===== src/rtl/dsc_pkg.sv =====
package dsc_pkg;

    typedef enum logic [1:0] {
        ST_IDLE,
        ST_INTEG,
        ST_DEINT,
        ST_LATCH
    } seq_state_t;

    localparam logic [1:0] MODE_SLOW  = 2'b00;
    localparam logic [1:0] MODE_FAST  = 2'b01;

    localparam logic [3:0] CODE_MINUS = 4'hA;
    localparam logic [3:0] CODE_OVER  = 4'hB;

endpackage


===== src/rtl/dsc_rate_gen.sv =====
module dsc_rate_gen #(
    parameter int TICK_DIV   = 16,
    parameter int FAST_TICKS = 128,
    parameter int SLOW_TICKS = 3072
) (
    input  logic clk,
    input  logic rst_n,
    input  logic fast_sel,
    output logic start_o
);
    localparam int PW = (TICK_DIV > 1) ? $clog2(TICK_DIV) : 1;
    localparam int TW = $clog2(SLOW_TICKS + 1);

    logic [PW-1:0] pre_q;
    logic [TW-1:0] per_q;
    logic [TW-1:0] lim;
    logic          tick;

    assign lim     = fast_sel ? TW'(FAST_TICKS) : TW'(SLOW_TICKS);
    assign tick    = (pre_q == PW'(TICK_DIV - 1));
    assign start_o = tick && (per_q >= lim - TW'(1));

    always_ff @(posedge clk) begin
        if (!rst_n) begin
            pre_q <= '0;
            per_q <= '0;
        end else if (tick) begin
            pre_q <= '0;
            if (per_q >= lim - TW'(1)) per_q <= '0;
            else                       per_q <= per_q + TW'(1);
        end else begin
            pre_q <= pre_q + PW'(1);
        end
    end


    start_single_chk: assert property (@(posedge clk) disable iff (!rst_n)
        start_o |=> !start_o);

endmodule


===== src/rtl/dsc_bcd_cnt.sv =====
module dsc_bcd_cnt #(
    parameter int DIGITS = 3
) (
    input  logic                  clk,
    input  logic                  rst_n,
    input  logic                  clr,
    input  logic                  inc,
    output logic [DIGITS*4-1:0]   digits_o,
    output logic                  all9_o,
    output logic                  low9_o
);
    logic [3:0]      dig [DIGITS];
    logic [DIGITS:0] en;

    always_comb begin
        en[0] = inc;
        for (int i = 0; i < DIGITS; i++) begin
            en[i+1] = en[i] && (dig[i] == 4'd9);
        end
    end

    always_comb begin
        all9_o = 1'b1;
        low9_o = 1'b1;
        for (int i = 0; i < DIGITS; i++) begin
            if (dig[i] != 4'd9) begin
                all9_o = 1'b0;
                if (i < DIGITS - 1) low9_o = 1'b0;
            end
        end
    end

    for (genvar g = 0; g < DIGITS; g++) begin : g_digit
        always_ff @(posedge clk) begin
            if (!rst_n || clr)  dig[g] <= 4'd0;
            else if (en[g])     dig[g] <= (dig[g] == 4'd9) ? 4'd0 : dig[g] + 4'd1;
        end
        assign digits_o[g*4 +: 4] = dig[g];


        digit_range_chk: assert property (@(posedge clk) disable iff (!rst_n)
            dig[g] <= 4'd9);
    end

endmodule


===== src/rtl/dual_slope_seq.sv =====
module dual_slope_seq
    import dsc_pkg::*;
#(
    parameter int DIGITS     = 3,
    parameter int INT_COUNTS = 1000,
    parameter int TICK_DIV   = 16,
    parameter int FAST_TICKS = 128,
    parameter int SLOW_TICKS = 3072
) (
    input  logic                clk,
    input  logic                rst_n,
    input  logic [1:0]          mode_i,
    input  logic                sign_neg_i,
    input  logic                cmp_zero_i,
    output logic                int_en_o,
    output logic                ref_en_o,
    output logic                done_o,
    output logic                res_neg_o,
    output logic                ovr_pos_o,
    output logic                ovr_neg_o,
    output logic [DIGITS*4-1:0] res_bcd_o
);
    localparam int IW = $clog2(INT_COUNTS + 1);
    localparam int RW = DIGITS * 4;

    seq_state_t    state_q, state_d;
    logic [IW-1:0] icnt_q;
    logic          neg_q, ovp_q, ovn_q;
    logic          start, hold, at_limit, integ_last, deint_end;
    logic [RW-1:0] mag;
    logic          all9, low9;
    logic [RW-1:0] val;
    logic          val_neg;

    assign hold       = mode_i[1];
    assign integ_last = (state_q == ST_INTEG) && (icnt_q == IW'(INT_COUNTS - 1));
    assign at_limit   = neg_q ? low9 : all9;
    assign deint_end  = (state_q == ST_DEINT) && (cmp_zero_i || at_limit);

    dsc_rate_gen #(
        .TICK_DIV  (TICK_DIV),
        .FAST_TICKS(FAST_TICKS),
        .SLOW_TICKS(SLOW_TICKS)
    ) u_rate (
        .clk     (clk),
        .rst_n   (rst_n),
        .fast_sel(mode_i == MODE_FAST),
        .start_o (start)
    );

    dsc_bcd_cnt #(.DIGITS(DIGITS)) u_cnt (
        .clk     (clk),
        .rst_n   (rst_n),
        .clr     (state_q == ST_IDLE),
        .inc     ((state_q == ST_DEINT) && !cmp_zero_i && !at_limit),
        .digits_o(mag),
        .all9_o  (all9),
        .low9_o  (low9)
    );

    // state register
    always_ff @(posedge clk) begin
        if (!rst_n) state_q <= ST_IDLE;
        else        state_q <= state_d;
    end

    // transitions
    always_comb begin
        state_d = state_q;
        unique case (state_q)
            ST_IDLE:  if (start)      state_d = ST_INTEG;
            ST_INTEG: if (integ_last) state_d = ST_DEINT;
            ST_DEINT: if (deint_end)  state_d = ST_LATCH;
            ST_LATCH:                 state_d = ST_IDLE;
            default:                  state_d = ST_IDLE;
        endcase
    end

    // phase bookkeeping: integrate counter, sign capture, overrange capture
    always_ff @(posedge clk) begin
        if (!rst_n) begin
            icnt_q <= '0;
            neg_q  <= 1'b0;
            ovp_q  <= 1'b0;
            ovn_q  <= 1'b0;
        end else begin
            if (state_q == ST_INTEG) icnt_q <= icnt_q + IW'(1);
            else                     icnt_q <= '0;
            if (integ_last) neg_q <= sign_neg_i;
            if (state_q == ST_IDLE && start) begin
                ovp_q <= 1'b0;
                ovn_q <= 1'b0;
            end else if (deint_end && !cmp_zero_i) begin
                ovp_q <= !neg_q;
                ovn_q <= neg_q;
            end
        end
    end

    // result formatting
    always_comb begin
        if (ovp_q) begin
            val     = {DIGITS{CODE_OVER}};
            val_neg = 1'b0;
        end else if (ovn_q) begin
            val     = {DIGITS{CODE_MINUS}};
            val_neg = 1'b1;
        end else if (neg_q && (mag != '0)) begin
            val     = {CODE_MINUS, mag[RW-5:0]};
            val_neg = 1'b1;
        end else begin
            val     = mag;
            val_neg = 1'b0;
        end
    end

    // outputs
    assign int_en_o = (state_q == ST_INTEG);
    assign ref_en_o = (state_q == ST_DEINT);

    always_ff @(posedge clk) begin
        if (!rst_n) begin
            done_o    <= 1'b0;
            res_bcd_o <= '0;
            res_neg_o <= 1'b0;
            ovr_pos_o <= 1'b0;
            ovr_neg_o <= 1'b0;
        end else begin
            done_o <= (state_q == ST_LATCH) && !hold;
            if ((state_q == ST_LATCH) && !hold) begin
                res_bcd_o <= val;
                res_neg_o <= val_neg;
                ovr_pos_o <= ovp_q;
                ovr_neg_o <= ovn_q;
            end
        end
    end


    integ_len_chk: assert property (@(posedge clk) disable iff (!rst_n)
        $rose(ref_en_o) |-> $past(icnt_q) == IW'(INT_COUNTS - 1));


    integ_to_deint_chk: assert property (@(posedge clk) disable iff (!rst_n)
        $fell(int_en_o) |-> ref_en_o);


    done_pulse_chk: assert property (@(posedge clk) disable iff (!rst_n)
        done_o |=> !done_o);


    hold_freeze_chk: assert property (@(posedge clk) disable iff (!rst_n)
        (hold && state_q == ST_LATCH) |=> ($stable(res_bcd_o) && !done_o));


    ovr_code_chk: assert property (@(posedge clk) disable iff (!rst_n)
        ovr_pos_o |-> (res_bcd_o == {DIGITS{CODE_OVER}}));


    ovr_excl_chk: assert property (@(posedge clk) disable iff (!rst_n)
        !(ovr_pos_o && ovr_neg_o));

endmodule


===== config.mk =====
export PLATFORM = sky130hd
export DESIGN_NAME = dual_slope_seq
export DESIGN_NICKNAME = d
export VERILOG_FILES = /design/src/rtl/dsc_pkg.sv /design/src/rtl/dsc_rate_gen.sv /design/src/rtl/dsc_bcd_cnt.sv /design/src/rtl/dual_slope_seq.sv
export SDC_FILE = /design/constraint.sdc
export NUM_CORES = 1
export LEC_CHECK = 0
export BUFFER_PORTS_ARGS = -buffer_cell sky130_fd_sc_hd__buf_4
export CORE_ASPECT_RATIO = 1.2
export CORE_MARGIN = 2
export CORE_UTILIZATION = 63
export DETAILED_ROUTE_END_ITERATION = 10
export PLACE_DENSITY = 0.84
export SYNTH_ARGS = -nofsm -noshare
export SYNTH_HDL_FRONTEND = slang
export SYNTH_SLANG_ARGS = --single-unit

===== constraint.sdc =====
create_clock -name clk -period 4.5 [get_ports clk]
set_input_delay 0.45 -clock clk [delete_from_list [all_inputs] [get_ports clk]]
set_output_delay 0.45 -clock clk [all_outputs]
set_load 0.05 [all_outputs]

Word-level counts from Yosys, hierarchy flattened
Memory sizes are Yosys's and may differ from the RTL's. Cells that the tools add are included.

Register bits after elaboration: 47. Bits in latches: 0. Memory bits (writable): 12. Memory bits (read-only): 0. Bits of input ports: 6. Output and inout bits: 18. Word-level logic and storage cells: 97. Memories: 1.

$add $sub $neg: 7. Multipliers: 0. Divide/modulo/power cells: 0. Order comparisons: 1. Equal/unequal tests: 15. Shift-type cells: 0. Mux-type cells: 33. Bitwise gates (word level): 4. Reduce and logical (&&, ||, !) cells: 24.

Memories: u_cnt.dig (depth 3, bits a word 4, rd ports 3, clocked after memory_dff 0, wr ports 3, RTL line dsc_bcd_cnt.sv:12) `logic [3:0] dig [DIGITS];`.

Operator list (count): two-way mux 12 bit (5); two-way mux 4 bit (6); two-way mux 1 bit (18); adder 4 x 1 -> 4 bit (second input constant) (4); == test 4 bit (second input constant) (4); adder 12 x 1 -> 12 bit (second input constant) (1); greater-or-equal comparator 12 bit (1); inequality test 4 bit (second input constant) (3); nonzero test 12 bit (1); subtractor 12 x 1 -> 12 bit (second input constant) (1); logical AND 1 bit (11); adder 10 x 1 -> 10 bit (second input constant) (1); == test 10 bit (second input constant) (1); case mux 2 bit (4 select lines) (1); two-way mux 2 bit (3); logical NOT 1 bit (5); == test 2 x 1 -> 1 bit (second input constant) (2); == test 2 bit (second input constant) (2); inequality test 2 x 1 -> 1 bit (second input constant) (2); OR reduction 2 bit (2); bitwise OR 1 bit (3); AND reduction 3 bit (1); logical NOT 2 bit (1); logical OR 1 bit (2); other kinds (3) (3).

Logic depth before layout (Yosys ltp)
Gate-level depths: netlist of run 1.

Depth in word-level cells: 13. Gate-level depth with buffers: 7. Mapped depth without buffers: 7.

Modules after synthesis
Synthesis of run 1 repeated with hierarchy kept, for this count alone.

Cell total of the unflattened synthesis: 296. Area, all modules: 2905.3 um2.

By module, submodules not included: dual_slope_seq (times used 1, cells each 145, area an instance 1380.1 um2, seq. area each 620.6 um2); dsc_rate_gen (times used 1, cells each 90, area an instance 835.8 um2, seq. area each 320.3 um2); dsc_bcd_cnt (times used 1, cells each 61, area an instance 689.4 um2, seq. area each 360.3 um2).

Worst setup path after synthesis of run 1
No wires, ideal clock.

Path kind: register -> register. Start point: register state_q[0]. End point: memory u_cnt.dig[2][0] (enable). Setup time: 0.307 ns. Data arrival time: 1.656 ns. Required time: 4.193 ns. Path slack: 2.536 ns. Stages on the path, launching flop included: 7. Buffers on the path: 0. Period minus slack after synthesis: 1.964 ns. Path through: dfxtp_1 > inv_1 > ha_1 > nand2b_1 > nor3_1 > nand2_1 > nand2_1.

RTL lines: start, declared (RTL line dual_slope_seq.sv:26) `seq_state_t state_q, state_d;`; start signal, assigned (RTL line dual_slope_seq.sv:64) `else state_q <= state_d;`; end, declared (RTL line dsc_bcd_cnt.sv:12).

==> results of run 1 <==
state kept, by name, indices dropped and copies added, names as in the netlist:
name and flops:
res_bcd_o 12, u_cnt.dig 12, u_rate.per_q 12, icnt_q 10
u_rate.pre_q 4, state_q 2, done_o 1, neg_q 1
ovn_q 1, ovp_q 1, ovr_neg_o 1, ovr_pos_o 1
res_neg_o 1
placed cells by master, fill, tap and decap left out, drive strengths merged, types with 5 or more instances in the layout:
cell,netlist,final
dfxtp,47,47
nor2,38,38
nand2,28,28
buf,1,23
a21oi,20,20
inv,16,16
ha,16,16
nand3,14,14
o21ai,14,14
xor2,12,12
edfxtp,12,12
xnor2,10,10
clkbuf,7,10
nor3,7,7
nor2b,6,6
nand2b,5,5
and3,5,5
final cells by class:
| cell class | instances | area share (%) |
|---|---|---|
| sequential | 59 | 40.93 |
| inverter | 16 | 1.889 |
| multi-input combinational | 216 | 43.01 |
| clock buffer | 10 | 4.014 |
| tap | 56 | 2.204 |
| timing repair buffer | 23 | 5.431 |
| clock inverter | 6 | 2.519 |
worst paths after layout:
path                            slack (ns)  cells after the start              end       startpoint
worst max-delay path                  2.59                      6  u_cnt.dig[2][0]  u_cnt.dig[1][1]
worst min-delay path                  0.38                      3            neg_q       sign_neg_i
worst max register to register        2.59                      6  u_cnt.dig[2][0]  u_cnt.dig[1][1]
worst min register to register        0.46                      1        icnt_q[0]        icnt_q[0]
cells by family after synthesis:
kind of cell	count (synthesis)	share of synthesized area (%)
fa+ha+maj	16	7.253
mux	2	0.7253
xor+xnor	22	6.981
compound gates	52	12.60
flops	59	47.14
simple gates	124	21.99
buf+inv	24	3.309
worst register-to-register path: stages, from the launching register on:
cell and delay [ns]:
edfxtp_1 0.41, inv_1 0.12, ha_1 0.17, nand3b_1 0.17, nor3_1 0.48, nand2_1 0.10
nand2_1 0.17
power by group through the flow:
stage	sequential, W	combinational, W	clock (W)
floorplan	0.000553	0.00000973	0
global placement	0.000553	0.0000148	0
detailed placement	0.000553	0.0000152	0
CTS	0.000542	0.0000156	0.000518
global route	0.000542	0.0000170	0.000541
finish	0.000542	0.0000153	0.000510
layer usage:
layer | vias up | wire (um) | GRT usage, %
met4 | 0 | 109 | 10.43
li1 | 1081 | - | -
met3 | 13 | 306 | 8.715
met5 | - | 0 | 0
met2 | 50 | 2755 | 42.50
met1 | 1031 | 2415 | 30.30
stage by stage:
| stage | setup slack (ns) | util [%] | cells | area [sq um] | total power [W] |
|---|---|---|---|---|---|
| 2_1_floorplan | 2.536 | - | 299 | 2760 | 0.0005624 |
| 3_3_place_gp | 2.660 | 70.27 | 370 | 2972 | 0.0005678 |
| 3_5_place_dp | 2.609 | 70.27 | 370 | 2972 | 0.0005684 |
| 4_1_cts | 2.590 | 75.18 | 386 | 3179 | 0.001075 |
| 5_1_grt | 2.408 | 75.18 | 386 | 3179 | 0.001100 |
| 6_report | 2.586 | 75.18 | 386 | 3179 | 0.001067 |
==> metrics.txt, run 1 <==
Pre-Repair DR Iteration Count 5; Post-CTS Resized 0; Min Clock Period, post-route 1.914 ns; DPL Wire Length 4.020 mm; core footprint 4229 sq um; CTS Root Cell clkbuf_8; Max Cap Viol 0; peak supply drop 0.2241 mV; NetSw 0.0002136 W; Clock Skews 0.005727 ns; final hold slack 0.3766 ns; Yosys top cell area share 34.09%; dominant cells by area after synthesis dfxtp_1 34%, edfxtp_1 13%, ha_1 7.3%; worst stage delay on the critical path 0.48 ns; Initial Util 65.27%; Yosys Warn Count 0; aggregate global-route resource usage 25.69%; grt ovf 0; number of fill cells 328; PwrDens 335.7 nW/um^2; WL final 5.587 mm; Setup-failing EPs final 0; clk slew on worst S/H paths 0.06 ns; Core Rows 26; mapped cell area 2760 sq um; CP Data Required Time 4.54 ns; DIE WIDTH 64.43 um; CP startpoint kind flop; Hold Vio Cnt, Final 0; die footprint 4929 sq um; commonest cells in the synthesized netlist 47 x dfxtp_1, 38 x nor2_1, 28 x nand2_1, 20 x a21oi_1; vias in the first global route 2165; WP data arrival 1.96 ns; share of layout cells above drive strength 1 13.94%; Post-DRT Antenna Nets 0; CTS tree done; predominant post-synthesis flop cell dfxtp_1; H-tree depth 3; max-slew violation count 0; total area of sequential cells 1301 sq um; post-synthesis net count 321; Most common cell on crit path nand2_1; WP buf/inv 1; final net count 347; worst-skew pair later-pin latency 0.34 ns; run status finished, final reports clean; kind of cell adding the most delay to the critical path simple AND/OR/NAND/NOR gates; drt initial violations 234; crit-path max FO 5; Seq pwr share 50.8%; unrepaired setup endpoints after global routing no; Setup crit end kind flop; Avg Cell Area, Syn 9.231 sq um; Least-Margin Pin Slew 0.9775 ns; die extent in y 76.51 um; crit path kind reg -> reg; total CTS buffers 9; hold crit path type in -> reg; # hold bufs at CTS 0; clock buffer depth 2; wire per inst 14.47 um; Crit-path slowest cell nor3_1; Mapped Cells 299; Max Freq 0.5224 GHz; I/O pins 24; Via density 5.635; pin count of the biggest net entering global routing 31; gp weighted congestion 0.8246; post-route setup TNS 0 ns; Synth-to-Final Area Change 15.19%; # diodes 0; top cell type by total area after synthesis dfxtp_1; CP cell instances inv_1, ha_1, nand3b_1, nor3_1, nand2_1, nand2_1; P_leak 1.203 nW; Clock Power Share 47.8%; Worst slew margin 34.70%; IO buf count 23; Sw Ratio 20.01%; Multi-input gate area 1368 sq um; Gate power share 1.4%; first-pass GRT wire length 9.687 mm; TritonCTS sink count 59; Setup Buffers After CTS 0; vias 2175; ys async rst share 0%; Seq/Total Area, Yosys 47.14%; internal cell power 0.0008538 W; EDFF count, synth 12; initial antenna violation count 0; fin crit share 42.54%; top-count cell post-synth dfxtp_1; DRC viols 0; Yosys cell types 41; number of synthesized register bits 59
Note: power is estimated with default switching activity, not from simulation.
==> run 2, diff against run 1 <==
--- a/config.mk
+++ b/config.mk
@@ -8,9 +8,9 @@
 export BUFFER_PORTS_ARGS = -buffer_cell sky130_fd_sc_hd__buf_4
 export CORE_ASPECT_RATIO = 1.2
 export CORE_MARGIN = 2
-export CORE_UTILIZATION = 63
+export CORE_UTILIZATION = 59
 export DETAILED_ROUTE_END_ITERATION = 10
-export PLACE_DENSITY = 0.84
+export PLACE_DENSITY = 0.79
 export SYNTH_ARGS = -nofsm -noshare
 export SYNTH_HDL_FRONTEND = slang
 export SYNTH_SLANG_ARGS = --single-unit
==> constraint.sdc (replaced) <==
create_clock -name clk -period 2 [get_ports clk]
set_input_delay 0.2 -clock clk [delete_from_list [all_inputs] [get_ports clk]]
set_output_delay 0.2 -clock clk [all_outputs]
set_load 0.05 [all_outputs]
==> run 2 against run 1 <==
Effect of this change:
- clock skew rose by 0.0025 ns
- largest cell class unchanged
- register-to-register slack got worse by 2.4 ns
- final area rose by 0.43%
- global-route usage fell by 2.1 points
- critical path type unchanged
==> metrics.txt, run 2 (synthesis gave the netlist of run 1 again) <==
WP data arrival 2.06 ns (+0.10 ns); wire per inst 14.35 um (-0.83%); share of layout cells above drive strength 1 14.37% (+0.43 points); drt initial violations 247 (+5.6%); Post-DRT Antenna Nets 0 (unchanged); Worst slew margin 56.26% (+22 points); die footprint 5244 sq um (+6.4%); biggest regs res_bcd_o: 12 flops, u_cnt.dig: 12 flops, u_rate.per_q: 12 flops; Least-Margin Pin Slew 0.6510 ns (-0.3265 ns); total CTS buffers 9 (unchanged); DIE WIDTH 66.44 um (+3.1%); crit-path max FO 6 (+1); fin crit share 91.44% (+49 points); grt ovf 0 (unchanged); die extent in y 78.93 um (+3.2%); Setup-failing EPs final 0 (unchanged); TritonCTS sink count 59 (unchanged); Hold Vio Cnt, Final 0 (unchanged); run status finished, final reports clean; initial antenna violation count 0 (unchanged); gp weighted congestion 0.8399 (+1.9%); worst flop-to-flop path startpoint u_cnt.dig[0][0]; Setup Buffers After CTS 0 (unchanged); I/O pins 24 (unchanged); CTS Root Cell clkbuf_8; Post-CTS Resized 0 (unchanged); Core Rows 27 (+3.8%); Clock Skews 0.008260 ns (+0.002533 ns); Synth-to-Final Area Change 15.68%; most common cell after layout, fill and taps aside dfxtp_1; first-pass GRT wire length 9.239 mm (-4.6%); Non-Filler Instances 392 (+1.6%); DRC viols 0 (unchanged); CTS tree done; Initial Util 60.52% (-4.7 points); final net count 351 (+1.2%); worst min-delay path startpoint sign_neg_i; CP Data Required Time 2.23 ns (-2.31 ns); peak supply drop 0.5077 mV (+130%); worst-skew pair later-pin latency 0.34 ns (about the same); post-route setup TNS 0 ns (unchanged); clk slew on worst S/H paths 0.06 ns (about the same); Setup crit end kind flop; pin count of the biggest net entering global routing 31 (unchanged); PwrDens 721.2 nW/um^2 (+110%); P_leak 1.211 nW (+0.68%); # diodes 0 (unchanged); vias 2178 (+0.14%); DPL Wire Length 4.035 mm (+0.37%); placed cells 376 (+1.6%); vias in the first global route 2071 (-4.3%); H-tree depth 3 (unchanged); IO buf count 23 (unchanged); most frequent cells in the layout 47 x dfxtp_1, 38 x nor2_1, 28 x nand2_1, 27 x buf_4, 20 x a21oi_1; Via density 5.556 (-1.4%); unrepaired setup endpoints after global routing no; clock buffer depth 2 (unchanged); critical path launch point u_cnt.dig[0][0]; WL final 5.627 mm (+0.72%); max-slew violation count 0 (unchanged); aggregate global-route resource usage 23.57% (-2.1 points); crit path kind reg -> reg; core footprint 4561 sq um (+7.8%); # hold bufs at CTS 0 (unchanged); hold crit path type in -> reg; Max Cap Viol 0 (unchanged); Max Freq 0.5468 GHz (+4.7%); CP startpoint kind flop; number of fill cells 376 (+15%); Pre-Repair DR Iteration Count 4 (-1); Min Clock Period, post-route 1.829 ns (-0.08562 ns)
==> run 2: layout make-up <==
class	count	area (sq um)	area share [%]
timing repair buffer	27	202.7	6.348
clock buffer	13	148.9	4.663
multi-input combinational	216	1368	42.83
sequential	59	1301	40.75
tap	58	72.57	2.273
clock inverter	3	40.04	1.254
inverter	16	60.06	1.881
==> run 2: report_power, final <==
part,internal [W],switching (W),total (W)
logic,0.0000152,0.0000191,0.0000343
registers,0.00121,0.00000490,0.00122
clock network,0.000606,0.000444,0.00105
==> run 2: final timing paths <==
check	endpoint	slack, ns	depth (start not counted)
worst max register to register	res_bcd_o[9]	0.17	7
worst max-delay path	res_bcd_o[9]	0.17	7
worst min-delay path	neg_q	0.16	3
worst min register to register	icnt_q[0]	0.45	1
==> run 2: worst max-delay path: stages (launching register included) <==
cell	delay, ns
edfxtp_1	0.46
inv_1	0.09
ha_1	0.15
nor4b_1	0.28
nand4b_1	0.15
a21oi_1	0.26
nor2b_1	0.22
a31oi_1	0.10
==> run 2: stage by stage <==
stage	utilization, %	power [W]	hold WS (ns)	worst slack [ns]	cell area (sq um)
after floorplan	-	0.001265	0.3662	0.03643	2760
after global placement	65.87	0.001278	0.4313	0.3165	3004
after detailed placement	65.87	0.001279	0.4468	0.2266	3004
after CTS	70.01	0.002311	0.1626	0.1825	3193
after global routing	70.01	0.002366	0.1740	0.03548	3193
final	70.01	0.002303	0.1565	0.1713	3193
==> run 2: metal layers <==
metal,wire length [um],vias up,GRT usage [%]
met5,0,-,0
met4,130,0,12.24
met3,274,11,4.674
met2,2815,63,39.80
met1,2406,1012,27.90
li1,-,1092,-
